==> src/rtl/eoi_track_pkg.sv <==
package eoi_track_pkg;

  localparam int unsigned ONES_MAX_W = 256;

  function automatic int unsigned count_ones(input logic [ONES_MAX_W-1:0] v);
    int unsigned n;
    n = 0;
    for (int i = 0; i < ONES_MAX_W; i++) begin
      n = n + int'(v[i]);
    end
    return n;
  endfunction

  typedef enum logic [1:0] {
    EV_NONE    = 2'd0,
    EV_RESTORE = 2'd1,
    EV_EOI     = 2'd2,
    EV_DELIVER = 2'd3
  } ev_kind_t;

endpackage

==> src/rtl/eoi_track_vecs.sv <==
module eoi_track_vecs #(
  parameter int NUM_DEST = 8,
  parameter int VEC_W    = 8
) (
  input  logic                      clk,
  input  logic                      rst,
  input  logic [NUM_DEST-1:0]       wr_mask,
  input  logic [VEC_W-1:0]          wr_data,
  output logic [NUM_DEST*VEC_W-1:0] vec_all
);

  for (genvar g = 0; g < NUM_DEST; g++) begin : g_slot
    logic [VEC_W-1:0] slot_q;
    always_ff @(posedge clk) begin
      if (rst) begin
        slot_q <= '0;
      end else if (wr_mask[g]) begin
        slot_q <= wr_data;
      end
    end
    assign vec_all[g*VEC_W +: VEC_W] = slot_q;
  end

endmodule

==> src/rtl/eoi_track_query.sv <==
module eoi_track_query #(
  parameter int NUM_DEST = 8,
  parameter int VEC_W    = 8,
  parameter int DID_W    = 3
) (
  input  logic                      clk,
  input  logic                      rst,
  input  logic [DID_W-1:0]          qry_dest,
  input  logic [NUM_DEST-1:0]       map_q,
  input  logic [NUM_DEST*VEC_W-1:0] vec_all,
  output logic                      qry_pend,
  output logic [VEC_W-1:0]          qry_vec
);

  always_ff @(posedge clk) begin
    if (rst) begin
      qry_pend <= 1'b0;
      qry_vec  <= '0;
    end else begin
      qry_pend <= map_q[qry_dest];
      qry_vec  <= vec_all[qry_dest*VEC_W +: VEC_W];
    end
  end

endmodule

==> src/rtl/eoi_track_ctrl.sv <==
module eoi_track_ctrl
  import eoi_track_pkg::*;
#(
  parameter int NUM_DEST = 8,
  parameter int VEC_W    = 8,
  parameter int CNT_W    = 4,
  parameter int DID_W    = 3
) (
  input  logic                      clk,
  input  logic                      rst,
  input  logic                      dlv_valid,
  input  logic                      dlv_ok,
  input  logic [NUM_DEST-1:0]       dlv_map,
  input  logic [CNT_W-1:0]          dlv_count,
  input  logic [VEC_W-1:0]          dlv_vec,
  input  logic                      eoi_valid,
  input  logic [DID_W-1:0]          eoi_dest,
  input  logic [VEC_W-1:0]          eoi_vec,
  input  logic                      restore_valid,
  input  logic [DID_W-1:0]          restore_dest,
  input  logic                      restore_pend,
  input  logic [VEC_W-1:0]          line_vec,
  input  logic [NUM_DEST-1:0]       dest_live,
  input  logic [NUM_DEST*VEC_W-1:0] vec_all,
  output logic [NUM_DEST-1:0]       wr_mask,
  output logic [VEC_W-1:0]          wr_data,
  output logic [NUM_DEST-1:0]       map_q,
  output logic [CNT_W-1:0]          cnt_q,
  output logic                      coal_q,
  output logic                      drop_q,
  output logic                      sync_q
);

  localparam logic [CNT_W-1:0]    CNT_MAX = '1;
  localparam logic [CNT_W-1:0]    CNT_ONE = CNT_W'(1);
  localparam logic [NUM_DEST-1:0] HOT_0   = NUM_DEST'(1);

  ev_kind_t            kind;
  logic [NUM_DEST-1:0] rs_hot, eoi_hot, clr_hot;
  logic [VEC_W-1:0]    eoi_stored;
  logic                clr;
  logic [NUM_DEST-1:0] map_n;
  logic [CNT_W-1:0]    cnt_n;
  logic                drop_n, sync_n;

  // priority selection of the event served this cycle
  always_comb begin
    if (restore_valid)  kind = EV_RESTORE;
    else if (eoi_valid) kind = EV_EOI;
    else if (dlv_valid) kind = EV_DELIVER;
    else                kind = EV_NONE;
  end

  assign rs_hot     = HOT_0 << restore_dest;
  assign eoi_hot    = HOT_0 << eoi_dest;
  assign eoi_stored = vec_all[eoi_dest*VEC_W +: VEC_W];

  always_comb begin
    map_n   = map_q;
    cnt_n   = cnt_q;
    wr_mask = '0;
    wr_data = line_vec;
    drop_n  = dlv_valid && (kind != EV_DELIVER);
    sync_n  = 1'b0;
    clr     = 1'b0;
    clr_hot = '0;
    unique case (kind)
      EV_RESTORE: begin
        if (map_q[restore_dest] != restore_pend) begin
          if (restore_pend) begin
            map_n   = map_q | rs_hot;
            cnt_n   = (cnt_q == CNT_MAX) ? cnt_q : cnt_q + CNT_ONE;
            wr_mask = rs_hot;
          end else begin
            clr     = 1'b1;
            clr_hot = rs_hot;
          end
        end
      end
      EV_EOI: begin
        if (map_q[eoi_dest] && (eoi_stored == eoi_vec)) begin
          clr     = 1'b1;
          clr_hot = eoi_hot;
        end
      end
      EV_DELIVER: begin
        if (cnt_q == '0) begin
          map_n   = dlv_ok ? dlv_map : '0;
          cnt_n   = dlv_ok ? dlv_count : '0;
          wr_mask = dlv_ok ? dlv_map : '0;
          wr_data = dlv_vec;
        end else begin
          drop_n = 1'b1;
        end
      end
      default: ;
    endcase
    if (clr) begin
      if (cnt_q == '0) begin
        // count would underflow: rebuild from the live status
        map_n   = dest_live;
        cnt_n   = CNT_W'(count_ones(ONES_MAX_W'(dest_live)));
        wr_mask = dest_live;
        wr_data = line_vec;
        sync_n  = 1'b1;
      end else begin
        map_n = map_q & ~clr_hot;
        cnt_n = cnt_q - CNT_ONE;
      end
    end
  end

  always_ff @(posedge clk) begin
    if (rst) begin
      map_q  <= '0;
      cnt_q  <= '0;
      coal_q <= 1'b0;
      drop_q <= 1'b0;
      sync_q <= 1'b0;
    end else begin
      map_q  <= map_n;
      cnt_q  <= cnt_n;
      coal_q <= (cnt_n != '0);
      drop_q <= drop_n;
      sync_q <= sync_n;
    end
  end

endmodule

==> src/rtl/eoi_track.sv <==
module eoi_track #(
  parameter int NUM_DEST = 8,
  parameter int VEC_W    = 8,
  parameter int CNT_W    = 4,
  parameter int DID_W    = $clog2(NUM_DEST)
) (
  input  logic                clk,
  input  logic                rst,
  input  logic                dlv_valid,
  input  logic                dlv_ok,
  input  logic [NUM_DEST-1:0] dlv_map,
  input  logic [CNT_W-1:0]    dlv_count,
  input  logic [VEC_W-1:0]    dlv_vec,
  input  logic                eoi_valid,
  input  logic [DID_W-1:0]    eoi_dest,
  input  logic [VEC_W-1:0]    eoi_vec,
  input  logic                restore_valid,
  input  logic [DID_W-1:0]    restore_dest,
  input  logic                restore_pend,
  input  logic [VEC_W-1:0]    line_vec,
  input  logic [NUM_DEST-1:0] dest_live,
  input  logic [DID_W-1:0]    qry_dest,
  output logic                coalesced,
  output logic [CNT_W-1:0]    pend_count,
  output logic [NUM_DEST-1:0] pend_map,
  output logic                req_drop,
  output logic                resync,
  output logic                qry_pend,
  output logic [VEC_W-1:0]    qry_vec
);

  logic [NUM_DEST*VEC_W-1:0] vec_all;
  logic [NUM_DEST-1:0]       wr_mask;
  logic [VEC_W-1:0]          wr_data;

  eoi_track_ctrl #(
    .NUM_DEST(NUM_DEST), .VEC_W(VEC_W), .CNT_W(CNT_W), .DID_W(DID_W)
  ) u_ctrl (
    .clk(clk), .rst(rst),
    .dlv_valid(dlv_valid), .dlv_ok(dlv_ok), .dlv_map(dlv_map),
    .dlv_count(dlv_count), .dlv_vec(dlv_vec),
    .eoi_valid(eoi_valid), .eoi_dest(eoi_dest), .eoi_vec(eoi_vec),
    .restore_valid(restore_valid), .restore_dest(restore_dest),
    .restore_pend(restore_pend), .line_vec(line_vec), .dest_live(dest_live),
    .vec_all(vec_all), .wr_mask(wr_mask), .wr_data(wr_data),
    .map_q(pend_map), .cnt_q(pend_count), .coal_q(coalesced),
    .drop_q(req_drop), .sync_q(resync)
  );

  eoi_track_vecs #(
    .NUM_DEST(NUM_DEST), .VEC_W(VEC_W)
  ) u_vecs (
    .clk(clk), .rst(rst), .wr_mask(wr_mask), .wr_data(wr_data),
    .vec_all(vec_all)
  );

  eoi_track_query #(
    .NUM_DEST(NUM_DEST), .VEC_W(VEC_W), .DID_W(DID_W)
  ) u_query (
    .clk(clk), .rst(rst), .qry_dest(qry_dest), .map_q(pend_map),
    .vec_all(vec_all), .qry_pend(qry_pend), .qry_vec(qry_vec)
  );

endmodule

==> config.mk <==
export PLATFORM = sky130hd
export DESIGN_NAME = eoi_track
export DESIGN_NICKNAME = d
export VERILOG_FILES = /design/src/rtl/eoi_track_pkg.sv /design/src/rtl/eoi_track_vecs.sv /design/src/rtl/eoi_track_query.sv /design/src/rtl/eoi_track_ctrl.sv /design/src/rtl/eoi_track.sv
export SDC_FILE = /design/constraint.sdc
export NUM_CORES = 1
export LEC_CHECK = 0
export BUFFER_PORTS_ARGS = -buffer_cell sky130_fd_sc_hd__buf_2
export CORE_AREA = 2 2 120 122
export CTS_BUF_LIST = sky130_fd_sc_hd__clkbuf_16
export DETAILED_ROUTE_END_ITERATION = 8
export DIE_AREA = 0 0 122 124
export GPL_TIMING_DRIVEN = 0
export PLACE_DENSITY = 0.72
export REMOVE_ABC_BUFFERS = 1
export SYNTH_ARGS = -nofsm -noshare
export SYNTH_HDL_FRONTEND = slang
export SYNTH_SLANG_ARGS = --single-unit
export TNS_END_PERCENT = 20
==> constraint.sdc <==
create_clock -name clk -period 3.7 [get_ports clk]
set_input_delay 0.37 -clock clk [delete_from_list [all_inputs] [get_ports clk]]
set_output_delay 0.37 -clock clk [all_outputs]
set_load 0.005 [all_outputs]
==> flow_results.xml <==
<?xml version="1.0" encoding="UTF-8"?>
<metrics>
  <group name="logic_synthesis">
    <metric name="mappedNetlistArea" unit="um2">6090</metric>
    <metric name="synthDominantCellAreaShare" unit="%">28.9</metric>
    <metric name="synth_cells" unit="">681</metric>
    <metric name="synth_top_cells_by_count" unit="">dfxtp_1, nor2_1, a221oi_1, a21oi_1, clkbuf_1</metric>
    <metric name="synth_compound_area_share" unit="%">26.6</metric>
    <metric name="synth_cell_type_count" unit="">65</metric>
    <metric name="synth-warning-count" unit="">0</metric>
    <metric name="synthXorXnorAreaFrac" unit="%">1.01</metric>
    <metric name="synth-edff-count" unit="">0</metric>
    <metric name="yosys.area_share.simple" unit="%">18.1</metric>
    <metric name="yosysTopAreaCell" unit="">dfxtp_1</metric>
    <metric name="ys_async_sr_fraction" unit="%">0</metric>
    <metric name="yosys.cell_count.top_type" unit="">dfxtp_1</metric>
    <metric name="synth.ff_latch_count" unit="">88</metric>
    <metric name="part_of_the_yosys_area_used_for_sequential_elements" unit="%">28.9</metric>
    <metric name="synth.area.top_cells" unit="">dfxtp_1, mux4_2, a221oi_1</metric>
    <metric name="synth_top_family_by_area" unit="">compound AO/OA/AOI/OAI gates</metric>
    <metric name="syn-mean-instance-area" unit="um2">8.94</metric>
    <metric name="fraction_of_the_mapped_netlist_area_in_adder_cells" unit="%">3.16</metric>
    <metric name="ys.flop_type" unit="">dfxtp_1</metric>
    <metric name="synth_mux_area_share" unit="%">15.7</metric>
  </group>
  <group name="power_and_ir_drop">
    <metric name="ratio_of_total_power_to_cell_area" unit="nW/um2">390</metric>
    <metric name="leakagePower" unit="nW">2.65</metric>
    <metric name="vdd.ir_drop.worst" unit="V">0.000254</metric>
  </group>
  <group name="detailed_routing">
    <metric name="routed-via-count" unit="">6102</metric>
    <metric name="drt-wirelength-per-cell" unit="um">21.5</metric>
    <metric name="drc" unit="">0</metric>
    <metric name="wl_final" unit="mm">19.4</metric>
    <metric name="drtIter0Drc" unit="">628</metric>
    <metric name="route.detailed.vias_per_inst" unit="">6.74</metric>
    <metric name="antenna_violating_nets_post_route" unit="">0</metric>
    <metric name="drt_pass1_iterations" unit="">5</metric>
  </group>
  <group name="layout">
    <metric name="antenna_cells_inserted" unit="">0</metric>
    <metric name="num-nets-final" unit="">794</metric>
    <metric name="areaGrowthSynthToFinish" unit="%">15.0</metric>
    <metric name="finish.instance_area" unit="um2">7000</metric>
    <metric name="post_route_cells_drive_above_1_share" unit="%">24.5</metric>
  </group>
  <group name="worst_setup_path">
    <metric name="cp_cell_sequence" unit="">buf_6 &gt; mux4_2 &gt; mux2_1 &gt; o2111ai_1 &gt; nor3_4 &gt; buf_16 &gt; and3_2 &gt; a21oi_4 &gt; nand2b_2 &gt; a221oi_1</metric>
    <metric name="cp-end-kind" unit="">register</metric>
    <metric name="cp.required" unit="ns">3.94</metric>
    <metric name="critical-path-top-delay-family" unit="">simple AND/OR/NAND/NOR gates</metric>
    <metric name="buffering_stage_count_on_the_worst_path_with_inverters_included" unit="">2</metric>
    <metric name="worst-setup-path-type" unit="">in -&gt; reg</metric>
    <metric name="timing.critical_path.slowest_cell_delay" unit="ns">0.57</metric>
    <metric name="cp.arrival" unit="ns">3.86</metric>
    <metric name="crit_path_start_kind" unit="">primary input</metric>
    <metric name="critical_path_peak_fanout" unit="">39</metric>
    <metric name="crit_slowest_cell" unit="">mux4_2</metric>
  </group>
  <group name="placement">
    <metric name="routabilityCongestion" unit="">0.936</metric>
    <metric name="post_dp_cell_area" unit="um2">6520</metric>
    <metric name="dpl.hpwl" unit="mm">13.6</metric>
    <metric name="io_buffer_count" unit="">83</metric>
  </group>
  <group name="floorplan">
    <metric name="die_height" unit="um">124</metric>
    <metric name="floorplan.io_pins" unit="">84</metric>
    <metric name="start_util" unit="%">44.4</metric>
    <metric name="rows" unit="">43</metric>
    <metric name="core_area" unit="um2">13700</metric>
    <metric name="die_area" unit="um2">15100</metric>
    <metric name="die_w" unit="um">122</metric>
  </group>
  <group name="run">
    <metric name="drv.max_cap_violation_count" unit="">0</metric>
  </group>
  <group name="status">
    <metric name="outcome" unit="">finished, final reports clean</metric>
  </group>
  <group name="grt">
    <metric name="grt_pass1_vias" unit="">5725</metric>
    <metric name="grt_max_degree" unit="">85</metric>
    <metric name="grt_overflow" unit="">0</metric>
    <metric name="grt_pass1_wl" unit="mm">30.2</metric>
    <metric name="antenna_found_initial" unit="">0</metric>
    <metric name="gr-usage-all-layers" unit="%">25.7</metric>
  </group>
  <group name="timing">
    <metric name="report.final.hold_viol_count" unit="">0</metric>
    <metric name="finalMaxSlewViolations" unit="">0</metric>
    <metric name="max_slew.worst_pin.slew" unit="ns">0.893</metric>
    <metric name="timing.final.crit_share" unit="%">97.9</metric>
    <metric name="rsz0062_at_grt" unit="">true</metric>
    <metric name="skew" unit="ns">0.00941</metric>
    <metric name="setup_failing_eps_final" unit="">0</metric>
    <metric name="fmax" unit="GHz">0.276</metric>
    <metric name="finalCriticalPeriod" unit="ns">3.62</metric>
    <metric name="timing.slew.headroom" unit="%">40.5</metric>
    <metric name="finalSetupTns" unit="ns">0</metric>
    <metric name="whs" unit="ns">0.320</metric>
  </group>
  <group name="clock_network">
    <metric name="cts_hold_repair.buffers" unit="">0</metric>
    <metric name="cts.htree.levels" unit="">3</metric>
    <metric name="tritoncts_num_sinks" unit="">88</metric>
    <metric name="clockBufferDepth" unit="">2</metric>
    <metric name="clock-root-buffer" unit="">clkbuf_16</metric>
    <metric name="clk-insertion-delay-late" unit="ns">0.36</metric>
    <metric name="tritoncts.num_buffers" unit="">9</metric>
    <metric name="cts_tree" unit="">yes</metric>
    <metric name="worst_setup_hold_path_clk_slew" unit="ns">0.07</metric>
  </group>
  <group name="hold_path">
    <metric name="holdCritPathClass" unit="">in -&gt; reg</metric>
  </group>
</metrics>
==> per-stage QoR <==
step | std cells | utilization [%] | worst slack [ns] | total power [mW]
5_1_grt | 906 | 51.0 | -0.0283 | 2.84
4_1_cts | 906 | 50.6 | 0.0108 | 2.72
3_3_place_gp | 883 | 46.9 | -1.78 | 1.66
2_1_floorplan | 620 | - | -0.186 | 1.45
3_5_place_dp | 888 | 47.5 | -1.46 | 1.70
6_report | 906 | 51.0 | 0.0781 | 2.73
==> worst register-to-register path: cells and delay by family (launching register included) <==
kind	cells	cell delay, ns
AO/OA/AOI/OAI	3	0.85
AND/OR/NAND/NOR	3	1.28
buffers and inverters	1	0.22
flip-flops	1	0.35
multiplexers	2	0.70
==> report_power, final <==
part	total, mW	internal (mW)	leakage, nW	switching [mW]
Sequential	1.04	0.999	0.714	0.0454
Combinational	0.678	0.268	1.77	0.410
Clock	1.01	0.600	0.157	0.413
Total	2.73	1.87	2.65	0.868
==> cell families after synthesis <==
kind of cell             after synthesis
AO/OA/AOI/OAI                        220
XOR/XNOR                               7
adder cells (fa/ha/maj)               13
buffers and inverters                 89
flip-flops                            88
multiplexers                          60
AND/OR/NAND/NOR                      204
==> final cells by class <==
cell class                 count  area (um2)
tap                          180         225
fill                        1293        6720
timing repair buffer          89         504
timing repair inverter         1        5.00
inverter                      28         109
clock buffer                   9         225
clock inverter                 7         103
sequential                    88        1760
multi-input combinational    504        4070
==> layer usage <==
metal | share of wire, % | GRT usage, % | wire [um] | vias to the layer above
li1 | - | - | - | 2737
met1 | 40 | 33.3 | 7710 | 2954
met2 | 48 | 41.5 | 9280 | 352
met3 | 9.0 | 5.08 | 1740 | 59
met4 | 3.7 | 12.0 | 713 | 0
met5 | 0 | 0 | 0 | -
==> path summary, 6_finish.rpt <==
path / from / slack [ns] / cells past startpoint / end
max: eoi_dest[1] / 0.08 / 10 / u_vecs.g_slot[3].slot_q[5]
min: dest_live[3] / 0.32 / 3 / u_ctrl.map_q[3]
max reg2reg: u_vecs.g_slot[5].slot_q[0] / 0.18 / 9 / u_vecs.g_slot[3].slot_q[5]
min reg2reg: u_vecs.g_slot[2].slot_q[3] / 0.55 / 2 / u_vecs.g_slot[2].slot_q[3]
==> timing repair <==
action,CTS,global route
setup buffers,1,0
endpoints found under the hold margin,0,0
gates cloned,1,0
gates resized for setup,18,14
pin swaps,1,0
setup endpoints to repair,72,70
==> placed cells by master (no fill, tap or decap), types with 11 or more instances in the layout <==
cell       n
buf_2     81
a21oi_1   45
nand2_1   26
dfxtp_1   88
nand4_1   14
mux2i_1   29
o21ai_0   11
nand3_1   18
a211oi_1  29
a221oi_1  56
inv_1     27
nor2_1    78
mux4_2    28
==> flip-flops by register name, indices dropped and copies added (netlist names) <==
name / cells
u_ctrl.map_q: 8
u_vecs.g_slot.slot_q: 64
u_query.qry_pend: 1
u_ctrl.sync_q: 1
u_query.qry_vec: 8
u_ctrl.drop_q: 1
u_ctrl.coal_q: 1
u_ctrl.cnt_q: 4
No activity file was read; power rests on OpenSTA's default activity.
